===== config.mk =====
export PLATFORM = sky130hd
export DESIGN_NAME = rc_ddc
export DESIGN_NICKNAME = d
export VERILOG_FILES = /design/src/rtl/rc_ddc_pkg.sv /design/src/rtl/rc_ddc_nco_mix.sv /design/src/rtl/rc_ddc_halfband.sv /design/src/rtl/rc_ddc_gain.sv /design/src/rtl/rc_ddc.sv
export SDC_FILE = /design/constraint.sdc
export NUM_CORES = 2
export LEC_CHECK = 0
export ABC_AREA = 1
export BUFFER_PORTS_ARGS = -buffer_cell sky130_fd_sc_hd__clkbuf_2
export CORE_UTILIZATION = 35
export DETAILED_ROUTE_END_ITERATION = 10
export PLACE_DENSITY = 0.55
export SETUP_SLACK_MARGIN = 0.5
export SYNTH_ARGS = -nofsm -noshare
export SYNTH_HDL_FRONTEND = slang
export SYNTH_HIERARCHICAL = 1
export SYNTH_SLANG_ARGS = --single-unit

===== constraint.sdc =====
create_clock -name clk -period 25.2 [get_ports clk]
set_clock_uncertainty 0.05 [all_clocks]
set_input_delay 1.26 -clock clk [delete_from_list [all_inputs] [get_ports clk]]
set_output_delay 1.26 -clock clk [all_outputs]
set_load 0.02 [all_outputs]

===== src/rtl/rc_ddc_pkg.sv =====
package rc_ddc_pkg;

  typedef enum logic {
    GAIN_PASS   = 1'b0,
    GAIN_DOUBLE = 1'b1
  } gain_mode_e;

  // Rational sine approximation at the centre of quarter-wave entry k of n.
  function automatic int quarter_sine(input int k, input int n, input int amp);
    longint s, x, prod, num, den;
    s    = 2 * n;
    x    = longint'((2 * k + 1) * 90);
    prod = x * (180 * s - x);
    num  = 4 * prod * longint'(amp);
    den  = 40500 * s * s - prod;
    return int'((num + den / 2) / den);
  endfunction

endpackage


===== src/rtl/rc_ddc_nco_mix.sv =====
module rc_ddc_nco_mix
  import rc_ddc_pkg::*;
#(
  parameter int IN_W    = 14,
  parameter int DW      = 16,
  parameter int PH_W    = 16,
  parameter int LUT_AW  = 4,
  parameter int FRAME_W = 2
) (
  input  logic                 clk,
  input  logic                 rst_n,
  input  logic                 in_valid,
  input  logic [IN_W-1:0]      in_sample,
  input  logic                 cfg_we,
  input  logic [PH_W-1:0]      cfg_word,
  output logic                 m_valid,
  output logic signed [DW-1:0] m_i,
  output logic signed [DW-1:0] m_q,
  output gain_mode_e           m_mode
);
  localparam int LUT_N  = 1 << LUT_AW;
  localparam int PROD_W = IN_W + DW;
  localparam int SH     = IN_W - 1;
  localparam int AMP    = (1 << (DW - 1)) - 1;
  localparam logic [PH_W-1:0] QTR = {2'b01, {(PH_W-2){1'b0}}};
  localparam logic signed [PROD_W-1:0] RND = PROD_W'(1) <<< (SH - 1);
  localparam logic signed [DW-1:0] ONE = DW'(AMP);

  logic signed [DW-1:0] lut [LUT_N];
  for (genvar k = 0; k < LUT_N; k++) begin : g_lut
    assign lut[k] = DW'(quarter_sine(k, LUT_N, AMP));
  end

  // control state
  logic [PH_W-1:0]    ph_q, ph_d, act_q, act_d, pend_q, pend_d;
  logic               pflag_q, pflag_d;
  logic [FRAME_W-1:0] frm_q, frm_d;
  logic               apply;
  logic [PH_W-1:0]    eff_word, eff_ph, cos_ph;
  logic [LUT_AW-1:0]  s_idx, c_idx;
  logic signed [DW-1:0] s_mag, c_mag, s_val, c_val;

  always_comb begin
    apply    = in_valid && (frm_q == '0) && pflag_q;
    eff_word = apply ? pend_q : act_q;
    eff_ph   = apply ? '0 : ph_q;
    cos_ph   = eff_ph + QTR;
    act_d    = act_q;
    ph_d     = ph_q;
    frm_d    = frm_q;
    pend_d   = pend_q;
    pflag_d  = pflag_q;
    if (in_valid) begin
      act_d = eff_word;
      ph_d  = eff_ph + eff_word;
      frm_d = frm_q + 1'b1;
    end
    if (apply) pflag_d = 1'b0;
    if (cfg_we) begin
      pend_d  = cfg_word;
      pflag_d = 1'b1;
    end
    s_idx = eff_ph[PH_W-3 -: LUT_AW];
    c_idx = cos_ph[PH_W-3 -: LUT_AW];
    s_mag = eff_ph[PH_W-2] ? lut[~s_idx] : lut[s_idx];
    c_mag = cos_ph[PH_W-2] ? lut[~c_idx] : lut[c_idx];
    s_val = eff_ph[PH_W-1] ? -s_mag : s_mag;
    c_val = cos_ph[PH_W-1] ? -c_mag : c_mag;
    if (eff_word == '0) begin
      s_val = '0;
      c_val = ONE;
    end
  end

  always_ff @(posedge clk or negedge rst_n) begin
    if (!rst_n) begin
      ph_q    <= '0;
      act_q   <= '0;
      pend_q  <= '0;
      pflag_q <= 1'b0;
      frm_q   <= '0;
    end else begin
      ph_q    <= ph_d;
      act_q   <= act_d;
      pend_q  <= pend_d;
      pflag_q <= pflag_d;
      frm_q   <= frm_d;
    end
  end

  // stage A: operands
  logic                   a_valid;
  logic signed [IN_W-1:0] a_x;
  logic signed [DW-1:0]   a_sin, a_cos;
  gain_mode_e             a_mode;

  always_ff @(posedge clk or negedge rst_n) begin
    if (!rst_n) begin
      a_valid <= 1'b0;
      a_x     <= '0;
      a_sin   <= '0;
      a_cos   <= '0;
      a_mode  <= GAIN_PASS;
    end else begin
      a_valid <= in_valid;
      if (in_valid) begin
        a_x    <= $signed(in_sample);
        a_sin  <= s_val;
        a_cos  <= c_val;
        a_mode <= (eff_word == '0) ? GAIN_PASS : GAIN_DOUBLE;
      end
    end
  end

  // stage B: products with rounding
  logic signed [PROD_W-1:0] p_i, p_q;
  logic signed [DW-1:0]     r_i, r_q;

  always_comb begin
    p_i = PROD_W'(a_x) * PROD_W'(a_cos);
    p_q = -(PROD_W'(a_x) * PROD_W'(a_sin));
    r_i = DW'((p_i + RND) >>> SH);
    r_q = DW'((p_q + RND) >>> SH);
  end

  always_ff @(posedge clk or negedge rst_n) begin
    if (!rst_n) begin
      m_valid <= 1'b0;
      m_i     <= '0;
      m_q     <= '0;
      m_mode  <= GAIN_PASS;
    end else begin
      m_valid <= a_valid;
      if (a_valid) begin
        m_i    <= r_i;
        m_q    <= r_q;
        m_mode <= a_mode;
      end
    end
  end

endmodule


===== src/rtl/rc_ddc_halfband.sv =====
module rc_ddc_halfband
  import rc_ddc_pkg::*;
#(
  parameter int DW = 16
) (
  input  logic                 clk,
  input  logic                 rst_n,
  input  logic                 in_valid,
  input  logic signed [DW-1:0] in_i,
  input  logic signed [DW-1:0] in_q,
  input  gain_mode_e           in_mode,
  output logic                 out_valid,
  output logic signed [DW-1:0] out_i,
  output logic signed [DW-1:0] out_q,
  output gain_mode_e           out_mode
);
  localparam int ACC_W = DW + 6;
  localparam int HIST  = 6;
  localparam logic signed [ACC_W-1:0] C9   = ACC_W'(9);
  localparam logic signed [ACC_W-1:0] C16  = ACC_W'(16);
  localparam logic signed [ACC_W-1:0] HALF = ACC_W'(16);
  localparam logic signed [ACC_W-1:0] SMAX = ACC_W'((1 << (DW - 1)) - 1);
  localparam logic signed [ACC_W-1:0] SMIN = -SMAX - ACC_W'(1);

  logic tog_q, tog_d;
  logic emit;
  logic signed [DW-1:0] din  [2];
  logic signed [DW-1:0] dout [2];

  assign din[0] = in_i;
  assign din[1] = in_q;
  assign emit   = in_valid && tog_q;

  always_comb begin
    tog_d = tog_q;
    if (in_valid) tog_d = ~tog_q;
  end

  always_ff @(posedge clk or negedge rst_n) begin
    if (!rst_n) begin
      tog_q     <= 1'b0;
      out_valid <= 1'b0;
      out_mode  <= GAIN_PASS;
    end else begin
      tog_q     <= tog_d;
      out_valid <= emit;
      if (emit) out_mode <= in_mode;
    end
  end

  for (genvar r = 0; r < 2; r++) begin : g_rail
    logic signed [DW-1:0]    tap_q [HIST];
    logic signed [DW-1:0]    tap_d [HIST];
    logic signed [ACC_W-1:0] acc, rnd;
    logic signed [DW-1:0]    res, res_q;

    always_comb begin
      acc = C9 * (ACC_W'(tap_q[1]) + ACC_W'(tap_q[3]))
          + C16 * ACC_W'(tap_q[2])
          - ACC_W'(din[r]) - ACC_W'(tap_q[5]);
      rnd = (acc + HALF) >>> 5;
      if (rnd > SMAX)      res = DW'(SMAX);
      else if (rnd < SMIN) res = DW'(SMIN);
      else                 res = DW'(rnd);
      for (int k = 0; k < HIST; k++) tap_d[k] = tap_q[k];
      if (in_valid) begin
        tap_d[0] = din[r];
        for (int k = 1; k < HIST; k++) tap_d[k] = tap_q[k-1];
      end
    end

    always_ff @(posedge clk or negedge rst_n) begin
      if (!rst_n) begin
        for (int k = 0; k < HIST; k++) tap_q[k] <= '0;
        res_q <= '0;
      end else begin
        for (int k = 0; k < HIST; k++) tap_q[k] <= tap_d[k];
        if (emit) res_q <= res;
      end
    end

    assign dout[r] = res_q;
  end

  assign out_i = dout[0];
  assign out_q = dout[1];

endmodule


===== src/rtl/rc_ddc_gain.sv =====
module rc_ddc_gain
  import rc_ddc_pkg::*;
#(
  parameter int DW = 16
) (
  input  logic                 clk,
  input  logic                 rst_n,
  input  logic                 in_valid,
  input  logic signed [DW-1:0] in_i,
  input  logic signed [DW-1:0] in_q,
  input  gain_mode_e           in_mode,
  output logic                 out_valid,
  output logic signed [DW-1:0] out_i,
  output logic signed [DW-1:0] out_q
);
  localparam logic signed [DW-1:0] VMAX = {1'b0, {(DW-1){1'b1}}};
  localparam logic signed [DW-1:0] VMIN = {1'b1, {(DW-1){1'b0}}};

  function automatic logic signed [DW-1:0] dbl_sat(input logic signed [DW-1:0] v);
    if (v[DW-1] != v[DW-2]) return v[DW-1] ? VMIN : VMAX;
    return {v[DW-2:0], 1'b0};
  endfunction

  logic signed [DW-1:0] nxt_i, nxt_q;

  always_comb begin
    nxt_i = in_i;
    nxt_q = in_q;
    if (in_mode == GAIN_DOUBLE) begin
      nxt_i = dbl_sat(in_i);
      nxt_q = dbl_sat(in_q);
    end
  end

  always_ff @(posedge clk or negedge rst_n) begin
    if (!rst_n) begin
      out_valid <= 1'b0;
      out_i     <= '0;
      out_q     <= '0;
    end else begin
      out_valid <= in_valid;
      if (in_valid) begin
        out_i <= nxt_i;
        out_q <= nxt_q;
      end
    end
  end

endmodule


===== src/rtl/rc_ddc.sv =====
module rc_ddc
  import rc_ddc_pkg::*;
#(
  parameter int IN_W   = 14,
  parameter int DW     = 16,
  parameter int PH_W   = 16,
  parameter int LUT_AW = 4
) (
  input  logic            clk,
  input  logic            rst_n,
  input  logic            in_valid,
  input  logic [IN_W-1:0] in_sample,
  input  logic            cfg_we,
  input  logic [PH_W-1:0] cfg_word,
  output logic            out_valid,
  output logic [DW-1:0]   out_i,
  output logic [DW-1:0]   out_q
);
  localparam int STAGES  = 2;
  localparam int FRAME_W = STAGES;

  // reset: asynchronous assert, synchronous release
  logic [1:0] rsync_q;
  logic       rst_core_n;

  always_ff @(posedge clk or negedge rst_n) begin
    if (!rst_n) rsync_q <= 2'b00;
    else        rsync_q <= {rsync_q[0], 1'b1};
  end
  assign rst_core_n = rsync_q[1];

  logic                 m_vld;
  logic signed [DW-1:0] m_i, m_q;
  gain_mode_e           m_mode;

  rc_ddc_nco_mix #(
    .IN_W(IN_W), .DW(DW), .PH_W(PH_W), .LUT_AW(LUT_AW), .FRAME_W(FRAME_W)
  ) u_mix (
    .clk(clk), .rst_n(rst_core_n),
    .in_valid(in_valid), .in_sample(in_sample),
    .cfg_we(cfg_we), .cfg_word(cfg_word),
    .m_valid(m_vld), .m_i(m_i), .m_q(m_q), .m_mode(m_mode)
  );

  logic                 s_vld  [STAGES+1];
  logic signed [DW-1:0] s_i    [STAGES+1];
  logic signed [DW-1:0] s_q    [STAGES+1];
  gain_mode_e           s_mode [STAGES+1];

  assign s_vld[0]  = m_vld;
  assign s_i[0]    = m_i;
  assign s_q[0]    = m_q;
  assign s_mode[0] = m_mode;

  for (genvar g = 0; g < STAGES; g++) begin : g_hb
    rc_ddc_halfband #(.DW(DW)) u_hb (
      .clk(clk), .rst_n(rst_core_n),
      .in_valid(s_vld[g]), .in_i(s_i[g]), .in_q(s_q[g]), .in_mode(s_mode[g]),
      .out_valid(s_vld[g+1]), .out_i(s_i[g+1]), .out_q(s_q[g+1]),
      .out_mode(s_mode[g+1])
    );
  end

  logic                 g_vld;
  logic                 g_dbl;
  logic signed [DW-1:0] g_i, g_q;
  logic signed [DW-1:0] o_i, o_q;

  assign g_vld = s_vld[STAGES];
  assign g_dbl = (s_mode[STAGES] == GAIN_DOUBLE);
  assign g_i   = s_i[STAGES];
  assign g_q   = s_q[STAGES];

  rc_ddc_gain #(.DW(DW)) u_gain (
    .clk(clk), .rst_n(rst_core_n),
    .in_valid(g_vld), .in_i(g_i), .in_q(g_q), .in_mode(s_mode[STAGES]),
    .out_valid(out_valid), .out_i(o_i), .out_q(o_q)
  );

  assign out_i = o_i;
  assign out_q = o_q;

endmodule


Yosys cells after proc, flatten, opt, wreduce, memory -nomap -nowiden
Memory sizes are Yosys's and may differ from the RTL's.
Cells that the tools add are included.

word-level totals
  register bits = 622
  bits in latches = 0
  memory bits (writable) = 0
  bits in read-only memories = 1,024
  output and inout bits = 33
  logic and storage cells = 158
  memories = 4

cells by class
  $add $sub $neg = 28
  multipliers = 6
  div/mod/pow operators = 0
  magnitude comparators = 12
  eq/ne operators = 2
  shift-type cells = 0
  mux-type cells = 39
  bitwise operators = 8
  reduce and logical (&&, ||, !) cells = 7

memory list
  name             words  bits a word  read ports  clocked after memory_dff  wr ports  line                  text
  (no name shown)  16     16           1           0                         0         rc_ddc_nco_mix.sv:65  s_mag = eff_ph[PH_W-2] ? lut[~s_idx] : lut[s_idx];
  (no name shown)  16     16           1           0                         0         rc_ddc_nco_mix.sv:65
  (no name shown)  16     16           1           0                         0         rc_ddc_nco_mix.sv:66  c_mag = cos_ph[PH_W-2] ? lut[~c_idx] : lut[c_idx];
  (no name shown)  16     16           1           0                         0         rc_ddc_nco_mix.sv:66

operators with widths
  cell                    number
  $mux 16                 32
  $sub 22x16->22          8
  $add 22x20->22          4
  $add 22x6->22 const B   4
  $mul 5x22->22 const A   4
  $add 16x16->17          4
  $gt 17x16->1 const B    4
  $lt 17x16->1 const B    4
  $add 29x14->29 const B  2
  $mul 14x16->29          2
  $neg 16->16             2
  $neg 29->29             1
  $ge 5x5->1 const B      4
  $not 4->5               4
  $add 16x15->16 const B  1
  $add 16x16->16          1
  $logic_not 16->1        1
  $not 4->4               2
  $mux 1                  7
  $logic_and 1x1->1       4
  $add 2x1->2 const B     1
  $logic_not 2->1         1
  $ne 1x1->1              2
  $not 1->1               2
  $reduce_bool 2->1       1

Longest topological paths before layout
  word-level depth = 14
  depth in mapped cells = 32
  mapped depth without buffers = 32

Modules after synthesis
The synthesis kept the hierarchy.

by module, submodules not included
  module                          instances  cells an instance  area each (um2)
  rc_ddc_nco_mix                  1          3,287              24,770.0
  rc_ddc_halfband (g_hb[0].u_hb)  1          2,049              16,818.6
  rc_ddc_halfband (g_hb[1].u_hb)  1          2,057              16,804.9
  rc_ddc_gain                     1          282                1,958.1
  rc_ddc                          1          3                  53.8

Worst setup path after synthesis
No wires, ideal clock.

  kind = register -> register
  from = reg u_mix.a_x[0]
  to = reg u_mix.m_q[10]
  library setup time = 66 ps
  data arrival time = 5,770 ps
  data required time = 25,084 ps
  setup slack = 19,314 ps
  stages on the path, launching flop included = 24
  buffers on the path = 2
  period minus slack after synthesis = 5,886 ps
  cells stage by stage = dfrtp_1 clkbuf_1 clkbuf_1 nand2_1 fa_1 fa_1 inv_1 fa_1 inv_1 fa_1 fa_1 inv_1 fa_1 inv_1 ha_1 nand2_1 nor2_1 inv_1 nor2_1 nand3_1 o211ai_1 or2_2 nand3_1 nand2_1

between the ends
  cells in the longest elaborated chain, start to end = 3

ends and longest elaborated chain
  item                      line                   text
  start: declaration        rc_ddc_nco_mix.sv:93   logic signed [IN_W-1:0] a_x;
  start signal: assignment  rc_ddc_nco_mix.sv:107  a_x <= $signed(in_sample);
  $mul 14x16->29            rc_ddc_nco_mix.sv:121  p_q = -(PROD_W'(a_x) * PROD_W'(a_sin));
  $neg 29->29               rc_ddc_nco_mix.sv:121
  $add 29x14->29            rc_ddc_nco_mix.sv:123  r_q = DW'((p_q + RND) >>> SH);
  end signal: assignment    rc_ddc_nco_mix.sv:136  m_q <= r_q;
  end: declaration          rc_ddc_nco_mix.sv:18   output logic signed [DW-1:0] m_q,

No other way between the ends.
A chain may end at the register's enable or synchronous reset.

Final worst setup path
  from = reg u_mix.a_x[3]
  to = reg u_mix.m_i[13]

between the ends
  cells in the longest elaborated chain, start to end = 2

ends and longest elaborated chain
  item                    line                   text
  $mul 14x16->29          rc_ddc_nco_mix.sv:120  p_i = PROD_W'(a_x) * PROD_W'(a_cos);
  $add 29x14->29          rc_ddc_nco_mix.sv:122  r_i = DW'((p_i + RND) >>> SH);
  end signal: assignment  rc_ddc_nco_mix.sv:135  m_i <= r_i;
  end: declaration        rc_ddc_nco_mix.sv:17   output logic signed [DW-1:0] m_i,

No other way between the ends.

==> results.json <==
{
  "status": "completed",
  "crit_chain": "nand2_1 > fa_1 > inv_1 > fa_1 > inv_1 > fa_1 > inv_1 > fa_1 > fa_1 > inv_1 > fa_1 > inv_1 > ha_1 > a21oi_1 > o21ai_0 > a21oi_1 > o21ai_0 > a21oi_1 > nand3_1 > nand3_1 > nand2_1",
  "async_reset_ff_share_pct": 100.0,
  "cp_data_required_time_ps": 25730,
  "rrSetupSlack_ps": 18910,
  "path_class": "flip-flop to flip-flop",
  "ys_warn_count": 6,
  "hold_class": "input pin to async pin",
  "synth_nets": 8887,
  "cts_buffer_depth": 3,
  "cpPeakStageDelay_ps": 940,
  "clock_latency_ps": 710,
  "fp.dieH_um": 417.4,
  "drtAntennaViolNets": 0,
  "hold_viol": 0,
  "ys_types": 61,
  "drive_gt1_share_pct": 4.964,
  "fin_ws_ps": 18910,
  "multi_input_area_um2": 36920,
  "diodes": 0,
  "cts_inserted_buffers": 78,
  "slew_violations": 0,
  "cpMaxStageDelayCell": "dfrtp_2",
  "core_area_um2": 171500,
  "period_share_pct": 24.94,
  "tightest_slew_ps": 1030,
  "dp_hpwl_um": 108100,
  "initial_utilization_pct": 35.21,
  "path_clk_slew_ps": 60,
  "rsz0062_at_grt": "no",
  "synth_seq_area_share_pct": 25.77,
  "maxSlewHeadroom_pct": 31.34,
  "fin_tns_setup_ps": 0,
  "arrival_ps": 6810,
  "synth_ff_type": "dfrtp_1",
  "io_pins": 67,
  "r2r_end": "u_mix/m_i[13]",
  "reg2reg_depth": 21,
  "port_buffers": 66,
  "cp_common_cell": "fa_1",
  "ys_seq_elements": 622,
  "gp_congestion": 0.8713,
  "synthToLayoutAreaGrowth_pct": 8.414,
  "synth_edf_count": 0,
  "end_kind": "flip-flop",
  "wl_per_cell_um": 13.55,
  "viasPerCell": 4.540,
  "final_common_cell": "inv_1",
  "syn_inst": 7678,
  "cts_hold_buf": 0,
  "layout_common_cells": "inv_1, nand2_1, fa_1, dfrtp_1, nor2_1",
  "seq_area_um2": 15580,
  "antenna_found_initial": 0,
  "grt_pass1_wl_um": 232200,
  "clock_sinks": 622,
  "overflow": 0,
  "final.min_clock_period_ps": 6285,
  "die-area_um2": 174300,
  "start_kind": "flip-flop",
  "grt_max_degree": 119,
  "cts-resized-gates": 0,
  "cts-root-buf": "clkbuf_16",
  "drv_cap": 0,
  "cts_tree": "built",
  "fin_nets": 8831,
  "drc_errors": 0,
  "syn_area_per_cell_um2": 7.867,
  "fp-row-count": 152,
  "pre_cts_slack_ps": 18940,
  "wl_um": 135300,
  "gr-usage-all-layers_pct": 16.03,
  "via_count": 45340,
  "cts_max_level": 3,
  "cts_setup_buffers": 0,
  "cp_max_fo": 33,
  "finalSetupViolCount": 0,
  "synth_area_um2": 60410,
  "die_w_um": 417.4,
  "grt_pass1_vias": 46510,
  "worstReg2RegStart": "u_mix/a_x[3]",
  "drtIter0Drc": 2248,
  "firstDrtPassIters": 6,
  "max_freq_mhz": 159.1,
  "fillers": 17990
}
==> metal layers <==
metal	global-route usage, %	vias to the layer above	wire, um
li1	-	22980	-
met1	21.42	21550	63630
met2	27.38	633	64240
met3	2.116	177	4563
met4	3.868	0	2898
met5	0	-	0
==> layout make-up <==
type	count	area share [%]
multi-input combinational	4998	56.38
sequential	622	23.79
inverter	1820	10.44
tap	2310	4.413
clock buffer	107	3.300
timing repair buffer	102	0.9171
clock inverter	27	0.7604
==> cell usage after synthesis, types with 7 or more instances <==
master       n  share of area (%)
inv_1     1803                 11
nand2_1   1765                 11
dfrtp_1    622                 26
fa_1       617                 20
nor2_1     594                3.7
ha_1       558                 12
a21oi_1    400                3.3
o21ai_0    330                2.7
nand3_1    221                1.8
clkbuf_1   153               0.95
xor2_1      93                1.3
xnor2_1     55               0.80
buf_2       50               0.41
nor3_1      33               0.27
a21oi_2     28               0.41
nand4_1     28               0.29
o21bai_1    27               0.34
nand3b_1    26               0.32
o21ai_1     26               0.22
or2_2       25               0.26
nand2_2     21               0.22
mux2_2      20               0.37
buf_1       18               0.11
a31oi_1     16               0.17
nand3_2     15               0.25
nor2_2      13               0.13
inv_2       12              0.075
a21o_1      11               0.14
o211ai_1    10               0.12
buf_6        9               0.17
nor4_1       9              0.093
o21a_1       8              0.099
a21boi_0     7              0.087
nand2_4      7               0.13
==> worst max path at each step <==
stage	start	endpoint	slack, ps	cells after the start
6_report	u_mix/a_x[3]	u_mix/m_i[13]	18910	21
5_1_grt	u_mix/a_x[3]	u_mix/m_i[15]	18450	22
4_1_cts	u_mix/a_x[3]	u_mix/m_i[13]	18910	21
3_5_place_dp	u_mix/a_x[3]	u_mix/m_i[13]	18940	21
3_3_place_gp	u_mix/a_x[3]	u_mix/m_i[13]	18960	21
2_1_floorplan	rsync_q[1]	g_hb[0].u_hb/g_rail[0].tap_q[0]	6530	0
==> cells by family after synthesis <==
| family | Yosys count | synth area share [%] |
|---|---|---|
| flip-flops | 622 | 25.77 |
| XOR/XNOR | 148 | 2.146 |
| buffers and inverters | 2058 | 13.11 |
| AND/OR/NAND/NOR | 2769 | 18.65 |
| adder cells (fa/ha/maj) | 1175 | 32.01 |
| multiplexers | 22 | 0.4060 |
| AO/OA/AOI/OAI | 883 | 7.906 |
| other | 1 | 0.006208 |
==> stage by stage <==
stage	hold WS [ps]	instance area [um^2]	utilization (%)	std cells
final	292.6	65490	38.18	9986
after global routing	247.0	65490	38.18	9986
after CTS	230.4	65490	38.18	9986
after detailed placement	292.6	62830	36.63	9852
after global placement	288.4	62830	36.63	9852
after floorplan	281.2	60410	-	7678
==> registers in the layout (all words and copies together), names as in the netlist, 14 cells and up <==
register	flops
g_hb.u_hb/out_q	32
g_hb.u_hb/g_rail.tap_q	384
u_mix/m_i	16
u_gain/out_i	16
u_mix/a_cos	16
g_hb.u_hb/out_i	32
u_gain/out_q	16
u_mix/pend_q	16
u_mix/act_q	16
u_mix/a_sin	16
u_mix/m_q	16
u_mix/a_x	14
u_mix/ph_q	16
==> critical path, delay by kind of cell (launching register included) <==
| kind | cells | cell delay [ps] |
|---|---|---|
| compound gates | 5 | 780 |
| simple gates | 4 | 470 |
| buf+inv | 5 | 390 |
| flops | 1 | 940 |
| fa+ha+maj | 7 | 3500 |
Power is left out: the tool's default activity adds up to more than one toggle a clock period on the data nets, which glitch-free logic cannot reach.
